==> config.mk <==
export PLATFORM = sky130hd
export DESIGN_NAME = uart_rx_idle
export DESIGN_NICKNAME = d
export VERILOG_FILES = /design/src/rtl/uart_rx_pkg.sv /design/src/rtl/uart_rx_sync.sv /design/src/rtl/uart_rx_frame.sv /design/src/rtl/uart_rx_idle_det.sv /design/src/rtl/uart_rx_status.sv /design/src/rtl/uart_rx_idle.sv
export SDC_FILE = /design/constraint.sdc
export NUM_CORES = 1
export LEC_CHECK = 0
export ABC_AREA = 1
export BUFFER_PORTS_ARGS = -buffer_cell sky130_fd_sc_hd__buf_2
export CELL_PAD_IN_SITES_DETAIL_PLACEMENT = 0
export CELL_PAD_IN_SITES_GLOBAL_PLACEMENT = 2
export CORE_ASPECT_RATIO = 0.9
export CORE_MARGIN = 3
export CORE_UTILIZATION = 35
export DETAILED_ROUTE_END_ITERATION = 8
export GPL_ROUTABILITY_DRIVEN = 0
export HOLD_SLACK_MARGIN = 0.06
export PLACE_DENSITY_LB_ADDON = 0.1
export SYNTH_ARGS = -nofsm -noshare
export SYNTH_HDL_FRONTEND = slang
export SYNTH_SLANG_ARGS = --single-unit
==> constraint.sdc <==
create_clock -name clk_i -period 2 [get_ports clk_i]
set_clock_uncertainty 0.1 [all_clocks]
set_input_delay 0.3 -clock clk_i [delete_from_list [all_inputs] [get_ports clk_i]]
set_output_delay 0.3 -clock clk_i [all_outputs]
set_load 0.02 [all_outputs]
==> src/rtl/uart_rx_pkg.sv <==
package uart_rx_pkg;
  parameter int unsigned RX_WORD_W = 9;

  typedef enum logic {FR_IDLE, FR_BUSY} fr_state_e;

  typedef struct packed {
    logic [RX_WORD_W-1:0] data;
    logic                 noise;
    logic                 ferr;
  } rx_word_t;
endpackage

==> src/rtl/uart_rx_sync.sv <==
module uart_rx_sync #(
  parameter int unsigned STAGES = 2
) (
  input  logic clk_i,
  input  logic rst_ni,
  input  logic d_i,
  output logic q_o
);
  logic [STAGES-1:0] pipe_q;

  always_ff @(posedge clk_i or negedge rst_ni) begin
    if (!rst_ni) pipe_q <= '1;
    else         pipe_q <= {pipe_q[STAGES-2:0], d_i};
  end

  assign q_o = pipe_q[STAGES-1];
endmodule

==> src/rtl/uart_rx_frame.sv <==
module uart_rx_frame
  import uart_rx_pkg::*;
#(
  parameter int unsigned OSR = 16
) (
  input  logic     clk_i,
  input  logic     rst_ni,
  input  logic     en_i,
  input  logic     tick_i,
  input  logic     line_i,
  input  logic     nine_i,
  output logic     busy_o,
  output logic     done_o,
  output rx_word_t word_o
);
  localparam int unsigned PH_W  = $clog2(OSR);
  localparam int unsigned IDX_W = $clog2(RX_WORD_W + 2);
  localparam logic [PH_W-1:0]  PH_S0  = PH_W'(OSR/2 - 1);
  localparam logic [PH_W-1:0]  PH_S1  = PH_W'(OSR/2);
  localparam logic [PH_W-1:0]  PH_S2  = PH_W'(OSR/2 + 1);
  localparam logic [PH_W-1:0]  PH_END = PH_W'(OSR - 1);
  localparam logic [IDX_W-1:0] STOP_LONG  = IDX_W'(RX_WORD_W + 1);
  localparam logic [IDX_W-1:0] STOP_SHORT = IDX_W'(RX_WORD_W);

  fr_state_e            state_q;
  logic [PH_W-1:0]      phase_q;
  logic [IDX_W-1:0]     idx_q;
  logic [1:0]           smp_q;
  logic                 noise_q;
  logic [RX_WORD_W-1:0] data_q;

  logic             maj, disagree;
  logic [IDX_W-1:0] stop_idx, dpos;

  always_comb begin
    stop_idx = nine_i ? STOP_LONG : STOP_SHORT;
    maj      = (smp_q[0] & smp_q[1]) | (smp_q[0] & line_i) | (smp_q[1] & line_i);
    disagree = !((smp_q[0] == smp_q[1]) && (smp_q[1] == line_i));
    dpos     = idx_q - IDX_W'(1);
  end

  always_ff @(posedge clk_i or negedge rst_ni) begin
    if (!rst_ni) begin
      state_q <= FR_IDLE;
      phase_q <= '0;
      idx_q   <= '0;
      smp_q   <= '0;
      noise_q <= 1'b0;
      data_q  <= '0;
      done_o  <= 1'b0;
      word_o  <= '0;
    end else begin
      done_o <= 1'b0;
      if (!en_i) begin
        state_q <= FR_IDLE;
      end else if (tick_i) begin
        unique case (state_q)
          FR_IDLE: begin
            if (!line_i) begin
              // this tick is phase 0 of the start bit
              state_q <= FR_BUSY;
              phase_q <= PH_W'(1);
              idx_q   <= '0;
              noise_q <= 1'b0;
              data_q  <= '0;
            end
          end
          FR_BUSY: begin
            phase_q <= (phase_q == PH_END) ? '0 : phase_q + 1'b1;
            if (phase_q == PH_END) idx_q <= idx_q + 1'b1;
            if (phase_q == PH_S0) smp_q[0] <= line_i;
            if (phase_q == PH_S1) smp_q[1] <= line_i;
            if (phase_q == PH_S2) begin
              noise_q <= noise_q | disagree;
              if (idx_q == '0) begin
                if (maj) state_q <= FR_IDLE;  // false start
              end else if (idx_q == stop_idx) begin
                // finish at mid stop bit so the next start edge is caught early
                state_q     <= FR_IDLE;
                done_o      <= 1'b1;
                word_o.data <= data_q;
                word_o.noise <= noise_q | disagree;
                word_o.ferr <= !maj;
              end else begin
                data_q[dpos] <= maj;
              end
            end
          end
          default: state_q <= FR_IDLE;
        endcase
      end
    end
  end

  assign busy_o = (state_q == FR_BUSY);
endmodule

==> src/rtl/uart_rx_idle_det.sv <==
module uart_rx_idle_det
  import uart_rx_pkg::*;
#(
  parameter int unsigned OSR = 16
) (
  input  logic clk_i,
  input  logic rst_ni,
  input  logic tick_i,
  input  logic line_i,
  input  logic busy_i,
  input  logic restart_i,
  input  logic nine_i,
  output logic idle_o
);
  localparam int unsigned CNT_W = $clog2(OSR * (RX_WORD_W + 2) + 1);
  localparam logic [CNT_W-1:0] LIM_LONG  = CNT_W'(OSR * (RX_WORD_W + 2));
  localparam logic [CNT_W-1:0] LIM_SHORT = CNT_W'(OSR * (RX_WORD_W + 1));

  logic [CNT_W-1:0] cnt_q;
  logic [CNT_W-1:0] limit;

  assign limit = nine_i ? LIM_LONG : LIM_SHORT;

  always_ff @(posedge clk_i or negedge rst_ni) begin
    if (!rst_ni) begin
      cnt_q  <= '0;
      idle_o <= 1'b0;
    end else begin
      idle_o <= 1'b0;
      if (restart_i) begin
        cnt_q <= '0;
      end else if (tick_i) begin
        if (busy_i || !line_i) begin
          cnt_q <= '0;
        end else if (cnt_q < limit) begin
          cnt_q <= cnt_q + 1'b1;
          if (cnt_q == limit - 1'b1) idle_o <= 1'b1;
        end
      end
    end
  end
endmodule

==> src/rtl/uart_rx_status.sv <==
module uart_rx_status
  import uart_rx_pkg::*;
(
  input  logic                 clk_i,
  input  logic                 rst_ni,
  input  logic                 done_i,
  input  rx_word_t             word_i,
  input  logic                 sleep_set_i,
  input  logic                 idle_det_i,
  input  logic                 status_rd_i,
  input  logic                 data_rd_i,
  output logic [RX_WORD_W-1:0] data_o,
  output logic                 full_o,
  output logic                 overrun_o,
  output logic                 noise_o,
  output logic                 frame_err_o,
  output logic                 idle_o,
  output logic                 sleep_o
);
  logic seen_q, arm_q;
  logic any_flag, clr, take, accept;

  always_comb begin
    any_flag = full_o | overrun_o | noise_o | frame_err_o | idle_o;
    clr      = data_rd_i & seen_q;
    take     = done_i & ~sleep_o;
    accept   = take & (~full_o | clr);
  end

  always_ff @(posedge clk_i or negedge rst_ni) begin
    if (!rst_ni) begin
      seen_q      <= 1'b0;
      arm_q       <= 1'b0;
      data_o      <= '0;
      full_o      <= 1'b0;
      overrun_o   <= 1'b0;
      noise_o     <= 1'b0;
      frame_err_o <= 1'b0;
      idle_o      <= 1'b0;
      sleep_o     <= 1'b0;
    end else begin
      if (clr)                          seen_q <= 1'b0;
      else if (status_rd_i && any_flag) seen_q <= 1'b1;

      if (clr) begin
        full_o      <= 1'b0;
        overrun_o   <= 1'b0;
        noise_o     <= 1'b0;
        frame_err_o <= 1'b0;
        idle_o      <= 1'b0;
      end
      if (accept) begin
        data_o      <= word_i.data;
        full_o      <= 1'b1;
        noise_o     <= word_i.noise;
        frame_err_o <= word_i.ferr;
      end else if (take) begin
        overrun_o <= 1'b1;
      end

      if (idle_det_i && arm_q && !sleep_o) begin
        idle_o <= 1'b1;
        arm_q  <= 1'b0;
      end
      if (take && !word_i.ferr) arm_q <= 1'b1;

      if (sleep_set_i)     sleep_o <= 1'b1;
      else if (idle_det_i) sleep_o <= 1'b0;
    end
  end
endmodule

==> src/rtl/uart_rx_idle.sv <==
module uart_rx_idle
  import uart_rx_pkg::*;
#(
  parameter int unsigned OSR         = 16,
  parameter int unsigned SYNC_STAGES = 2
) (
  input  logic                 clk_i,
  input  logic                 rst_ni,
  input  logic                 rx_i,
  input  logic                 tick16_i,
  input  logic                 rx_en_i,
  input  logic                 nine_bit_i,
  input  logic                 full_ie_i,
  input  logic                 idle_ie_i,
  input  logic                 sleep_set_i,
  input  logic                 status_rd_i,
  input  logic                 data_rd_i,
  output logic [RX_WORD_W-1:0] data_o,
  output logic                 full_o,
  output logic                 overrun_o,
  output logic                 noise_o,
  output logic                 frame_err_o,
  output logic                 idle_o,
  output logic                 sleep_o,
  output logic                 irq_o
);
  logic                 line_s, busy, done, idle_det;
  rx_word_t             word;
  logic [RX_WORD_W-1:0] data_q;

  uart_rx_sync #(.STAGES(SYNC_STAGES)) u_sync (
    .clk_i(clk_i), .rst_ni(rst_ni), .d_i(rx_i), .q_o(line_s)
  );

  uart_rx_frame #(.OSR(OSR)) u_frame (
    .clk_i(clk_i), .rst_ni(rst_ni), .en_i(rx_en_i), .tick_i(tick16_i),
    .line_i(line_s), .nine_i(nine_bit_i), .busy_o(busy), .done_o(done),
    .word_o(word)
  );

  uart_rx_idle_det #(.OSR(OSR)) u_idle (
    .clk_i(clk_i), .rst_ni(rst_ni), .tick_i(tick16_i), .line_i(line_s),
    .busy_i(busy), .restart_i(sleep_set_i), .nine_i(nine_bit_i),
    .idle_o(idle_det)
  );

  uart_rx_status u_status (
    .clk_i(clk_i), .rst_ni(rst_ni), .done_i(done), .word_i(word),
    .sleep_set_i(sleep_set_i), .idle_det_i(idle_det),
    .status_rd_i(status_rd_i), .data_rd_i(data_rd_i), .data_o(data_q),
    .full_o(full_o), .overrun_o(overrun_o), .noise_o(noise_o),
    .frame_err_o(frame_err_o), .idle_o(idle_o), .sleep_o(sleep_o)
  );

  assign data_o = rx_en_i ? data_q : '0;
  assign irq_o  = (full_ie_i & (full_o | overrun_o)) | (idle_ie_i & idle_o);
endmodule

======== Word level (Yosys, flattened, before mapping) ========
Index checks and enable logic that the tools add are counted.
cells by class
  eq/ne operators ......................... 14
  add/sub/neg operators ................... 5
  bitwise logic cells ..................... 21
  reduce and logical (&&, ||, !) cells .... 28
  $lt $le $gt $ge ......................... 3
  mux-type cells .......................... 57
operator list
  kind                 count
  $mux 9               5
  $mux 1               35
  $mux 8               4
  $pmux 9 s2           1
  $mux 4               4
  $pmux 4 s2           2
  $reduce_and 4->1     4
  $eq 4x4->1 const B   3
  $ne 2x2->1 const B   6
  $reduce_and 6->1     2
  $reduce_bool 2->1    6
  $bwmux 9             1
  $or 1x1->1           9
  $add 4x1->4 const B  2
  $add 8x1->8 const B  1
  $and 1x1->1          8
  $eq 8x8->1           1
  $lt 8x8->1           1
  $sub 8x1->8 const B  1
  $logic_and 1x1->1    6
  $logic_not 1->1      5
  $lt 4x5->1 const B   1
  $mux 5               1
  $demux 1 s4          1
  13 further kinds     18
storage, ports and cells
  bits of input ports ..................... 11
  logic and storage cells ................. 151
  register bits after elaboration ......... 61
  output and inout bits ................... 16

======== Longest topological paths before layout ========
  depth in word-level cells ............... 10
  depth in mapped cells ................... 11
  depth with buffers taken out ............ 11

======== Cells and area by module ========
Synthesis repeated with hierarchy kept, for this count alone.
second synthesis, totals
  cell total of the unflattened synthesis .. 420
  area total of the unflattened synthesis .. 3363.2 µm²
modules (own cells, without submodules)
  module            seq. area each (µm²)  instances  area each (µm²)  cells an instance
  uart_rx_frame     825.8                 1          1894.3           242
  uart_rx_status    425.4                 1          728.2            76
  uart_rx_idle_det  225.2                 1          596.8            78
  uart_rx_idle      0.0                   1          91.3             22
  uart_rx_sync      52.6                  1          52.6             2

======== Worst setup path after synthesis ========
No wires, ideal clock.
  path type ............................... register -> register
  from .................................... reg u_frame.idx_q[0]
  to ...................................... reg u_frame.data_q[8]
  data arrival time ....................... 1.406 ns
  period minus slack after synthesis ...... 1.623 ns
  setup time .............................. 0.116 ns
  stages on the path, launching flop included .. 12
  buffers on the path ..................... 0
  path slack .............................. 0.377 ns
  required time ........................... 1.784 ns
  path through ............................ dfrtp_1 -> inv_1 -> ha_1 -> inv_1 -> nand2_1 -> nand2_1 -> nor2_1 -> nand3_1 -> nand2_1 -> nand2_1 -> nand2_1 -> nand2_1
on the way
  longest elaborated chain between the ends .. 10
  elaborated cells between the ends (all ways) .. 16
  those cells by class .................... add/sub (1); order compare (2); eq/ne (3); mux (7); reduce/logical (3)
RTL lines
  what                                                                   line                 text
  from (decl)                                                            uart_rx_frame.sv:27  logic [IDX_W-1:0] idx_q;
  from (signal assigned)                                                 uart_rx_frame.sv:70  if (phase_q == PH_END) idx_q <= idx_q + 1'b1;
  $sub 4x1->4                                                            uart_rx_frame.sv:39  dpos = idx_q - IDX_W'(1);
  $lt 4x5->1 (implied by the code) / $ge 4x1->1 (equally long branches)  uart_rx_frame.sv:85  data_q[dpos] <= maj;
  $logic_and 1x1->1 (implied by the code)                                uart_rx_frame.sv:85
  $mux 1 (implied by the code)                                           uart_rx_frame.sv:85
  $demux 1 s4                                                            -
  $bwmux 9                                                               uart_rx_frame.sv:85
  $mux 9                                                                 uart_rx_frame.sv:77  end else if (idx_q == stop_idx) begin
  $mux 9                                                                 uart_rx_frame.sv:75  if (idx_q == '0) begin
  $mux 9                                                                 uart_rx_frame.sv:73  if (phase_q == PH_S2) begin
  $pmux 9 s2                                                             uart_rx_frame.sv:57  unique case (state_q)
  to (signal, indexed assignment)                                        uart_rx_frame.sv:85
  to (decl)                                                              uart_rx_frame.sv:30  logic [RX_WORD_W-1:0] data_q;
Several ways; a longest one is shown, not always the timed one. The select of a mux whose other input is x is not followed.
A chain may end at the register's enable or synchronous reset.

======== Worst setup path in the final report ========
  from .................................... reg u_frame.idx_q[1]
  to ...................................... reg u_frame.data_q[8]
Same word-level chain as after synthesis.

==> results.md <==
* Status: complete, no violations
* WL/cell at about 12 um
* TritonCTS clock tree: built
* DRC at 0
* Slowest cell delay on critical path at about 440 ps
* Setup WS pre-CTS at around 190 ps
* Diodes inserted at 0
* Crit-path max FO at 6
* Top cells by area, synth: dfrtp_1 47%, nand2_1 16%, inv_1 7.0%
* Combinational power share at 0.089
* Row Count at 32
* Reg2Reg Setup Slack at 300 ps
* Final wirelength at 6.53 mm
* Clock-pin slew on the worst setup and hold paths at approximately 70 ps
* Total core area at just under 0.009 mm2
* Fin crit share at 0.849
* Initial antenna violation count at 0
* Hold Worst Slack at around 110 ps
* Die ar. at approximately 0.010 mm2
* Die W at about 110 um
* Clk buf depth at 2
* Slew margin rel. at 0.665
* Worst setup startpoint: u_frame.idx_q[1]
* Seq pwr share at 0.520
* Reg2reg end: u_frame.data_q[8]
* Post-synth top area share at 0.470
* Chip height at 95.9 um
* DP HPWL at 4.87 mm
* Final hold viol count at 0
* Area leader, netlist: dfrtp_1
* Fmax at ~590 MHz
* Syn Nets at about 420
* Clock latency at the later pin of the worst-skew pair at 340 ps
* Max-cap check violation count at 0
* Final setup vio count at 0
* Sw Pwr at roughly 700 uW
* Setup TNS at 0 ps
* Post-route ant nets at 0
* Vias in the first global route at 2,390
* Share of layout cells above drive strength 1 at 0.165
* Internal power at approximately 1800 uW
* Num CTS Buffers at 9
* First-pass DRT Iterations at 5
* Worst Setup End Kind: flip-flop
* PnR worst setup slack at around 300 ps
* Switching Share at 0.281
* Cell repeated most along the worst path: nand2_1
* Worst Tran Pin Value at around 500 ps
* Slew Viols, Final at 0
* Setup crit end: u_frame.data_q[8]
* Total number of vias at 2,461
* Sequential area share after synthesis at 0.486
* Reg-to-reg critical path startpoint: u_frame.idx_q[1]
* NumNets Final at roughly 460
* GRT Util Overall at 0.147
* Pleak at roughly 0.0020 uW
* Hold/Removal Path Class: in -> reg
* Largest net degree at the start of global routing at between 40 and 50
* Power per cell area at a little under 700 mW/mm2
* H-Tree Depth at 3
* Area growth syn-to-layout at 15.6%
* Register bit total from synthesis at 61
* IO Port Bufs at 26
* CP required at ~2100 ps
* WS Path Type: reg -> reg
* Worst-case reg-to-reg path depth at 11
* GRT overflow at 0
* CP startpoint kind: flip-flop
* Clock sink count at between 60 and 70
* DRT iter0 DRCs at 89
* Vias/cell at about 4.4
* Yosys warnings at 0
* I/O pin cnt at 27
* First-pass GRT wire length at 11.8 mm
* Maximum vdd ir drop at 323 uV
* CP Cell Sequence: inv_1 > ha_1 > inv_1 > nand2_1 > nand2_1 > nor2_2 > nand3_1 > nand2_1 > nand2_1 > nand2_1 > nand2_1
* Starting Density at 0.364
* Mapped cell area at roughly 0.0031 mm2
* Mean Syn Cell Area at around 8.0 um2
* Post-CTS Setup Repair Bufs at 0
* Clock root buffer: clkbuf_8
* Mapped Cells at between 300 and 400
* Slowest stage cell, crit path: dfrtp_1
* Unique masters post-synth at 31
* Tmin final at between 1500 and 2000 ps
* RSZ-0062 raised after global routing: false
* Power share of the clock group at 0.391
* WP data arrival at 1830 ps
-- placed cells by master, fill, tap and decap left out, drive strengths merged --
cell type    count
buf             31
nor4             1
a21oi           13
nand4            8
dlygate4sd3      2
nor3b            1
clkinvlp         2
nand2          136
ha              12
xor2             2
o21ai           29
o31ai            2
nor3             3
nor2            22
inv             65
dfstp            2
nand3           27
clkinv           4
o22ai            1
o211ai           1
mux2             5
clkbuf           9
dfrtp           59
-- flip-flops by register name, indices dropped and copies added, names as in the netlist, 2 cells and up --
register and flops:
u_frame.word_o 11, u_frame.data_q 9, u_status.data_o 9, u_idle.cnt_q 8, u_frame.idx_q 4, u_frame.phase_q 4
u_frame.smp_q 2, u_sync.pipe_q 2
-- routing by layer --
metal | wire length, um | vias to the layer above | global-route usage
li1 | - | 1321 | -
met1 | 3540 | 1097 | 0.211
met2 | 2650 | 36 | 0.212
met3 | 266 | 7 | 0.0416
met4 | 71 | 0 | 0.0485
met5 | 0 | - | 0
-- cells in the mapped netlist (all sizes together) --
library cell and count:
nand2 136, inv 64, dfrtp 59, o21ai 29
nand3 27, nor2 22, a21oi 13, ha 12
nand4 8, mux2 5, buf 3, nor3 3
clkbuf 2, dfstp 2, o31ai 2, xor2 2
nor3b 1, nor4 1, o211ai 1, o22ai 1
-- per-stage QoR --
step           cells  area, um2   util  power, uW
3_5_place_dp     538       3440  0.398       1550
6_report         556       3640  0.420       2510
5_1_grt          556       3640  0.420       2670
4_1_cts          556       3630  0.420       2570
3_3_place_gp     538       3440  0.398       1550
2_1_floorplan    393       3140      -       1460
-- power groups by stage --
stage	sequential (uW)	clock, uW	combinational, uW
2_1_floorplan	1320	0	140
3_3_place_gp	1330	0	223
3_5_place_dp	1330	0	224
4_1_cts	1300	1030	228
5_1_grt	1310	1090	265
6_report	1300	979	223
-- cells by family after synthesis --
logic type	synth area share
xor+xnor	0.00557
flops	0.486
compound gates	0.0760
fa+ha+maj	0.0478
simple gates	0.279
mux	0.0179
buf+inv	0.0875
-- final cells by class --
type / count / area [um2]
multi-input combinational: 263 / 1340
clock buffer: 9 / 124
inverter: 64 / 240
sequential: 61 / 1530
tap: 119 / 149
timing repair buffer: 33 / 200
fill: 928 / 5010
clock inverter: 7 / 51.3
-- critical path, delay by kind of cell (launching register included) --
family,cells,cell delay (ps)
adder cells (fa/ha/maj),1,200
buffers and inverters,2,190
flip-flops,1,440
AND/OR/NAND/NOR,8,660
-- timing repair --
item	CTS	global route
hold buffers	2	0
endpoints found under the hold margin	18	0
resized for setup	0	2
setup endpoints to repair	0	1
-- worst min path at each step --
stage | start | endpoint | slack, ps | cells after the start
final | status_rd_i | u_status.seen_q | 110 | 3
after global routing | status_rd_i | u_status.seen_q | 110 | 3
after CTS | status_rd_i | u_status.seen_q | 90 | 3
after detailed placement | rst_ni | u_idle.cnt_q[0] | 200 | 1
after global placement | rst_ni | u_idle.cnt_q[0] | 200 | 1
after floorplan | rst_ni | u_frame.busy_o | -100 | 0
No activity file was read; power rests on OpenSTA's default activity.
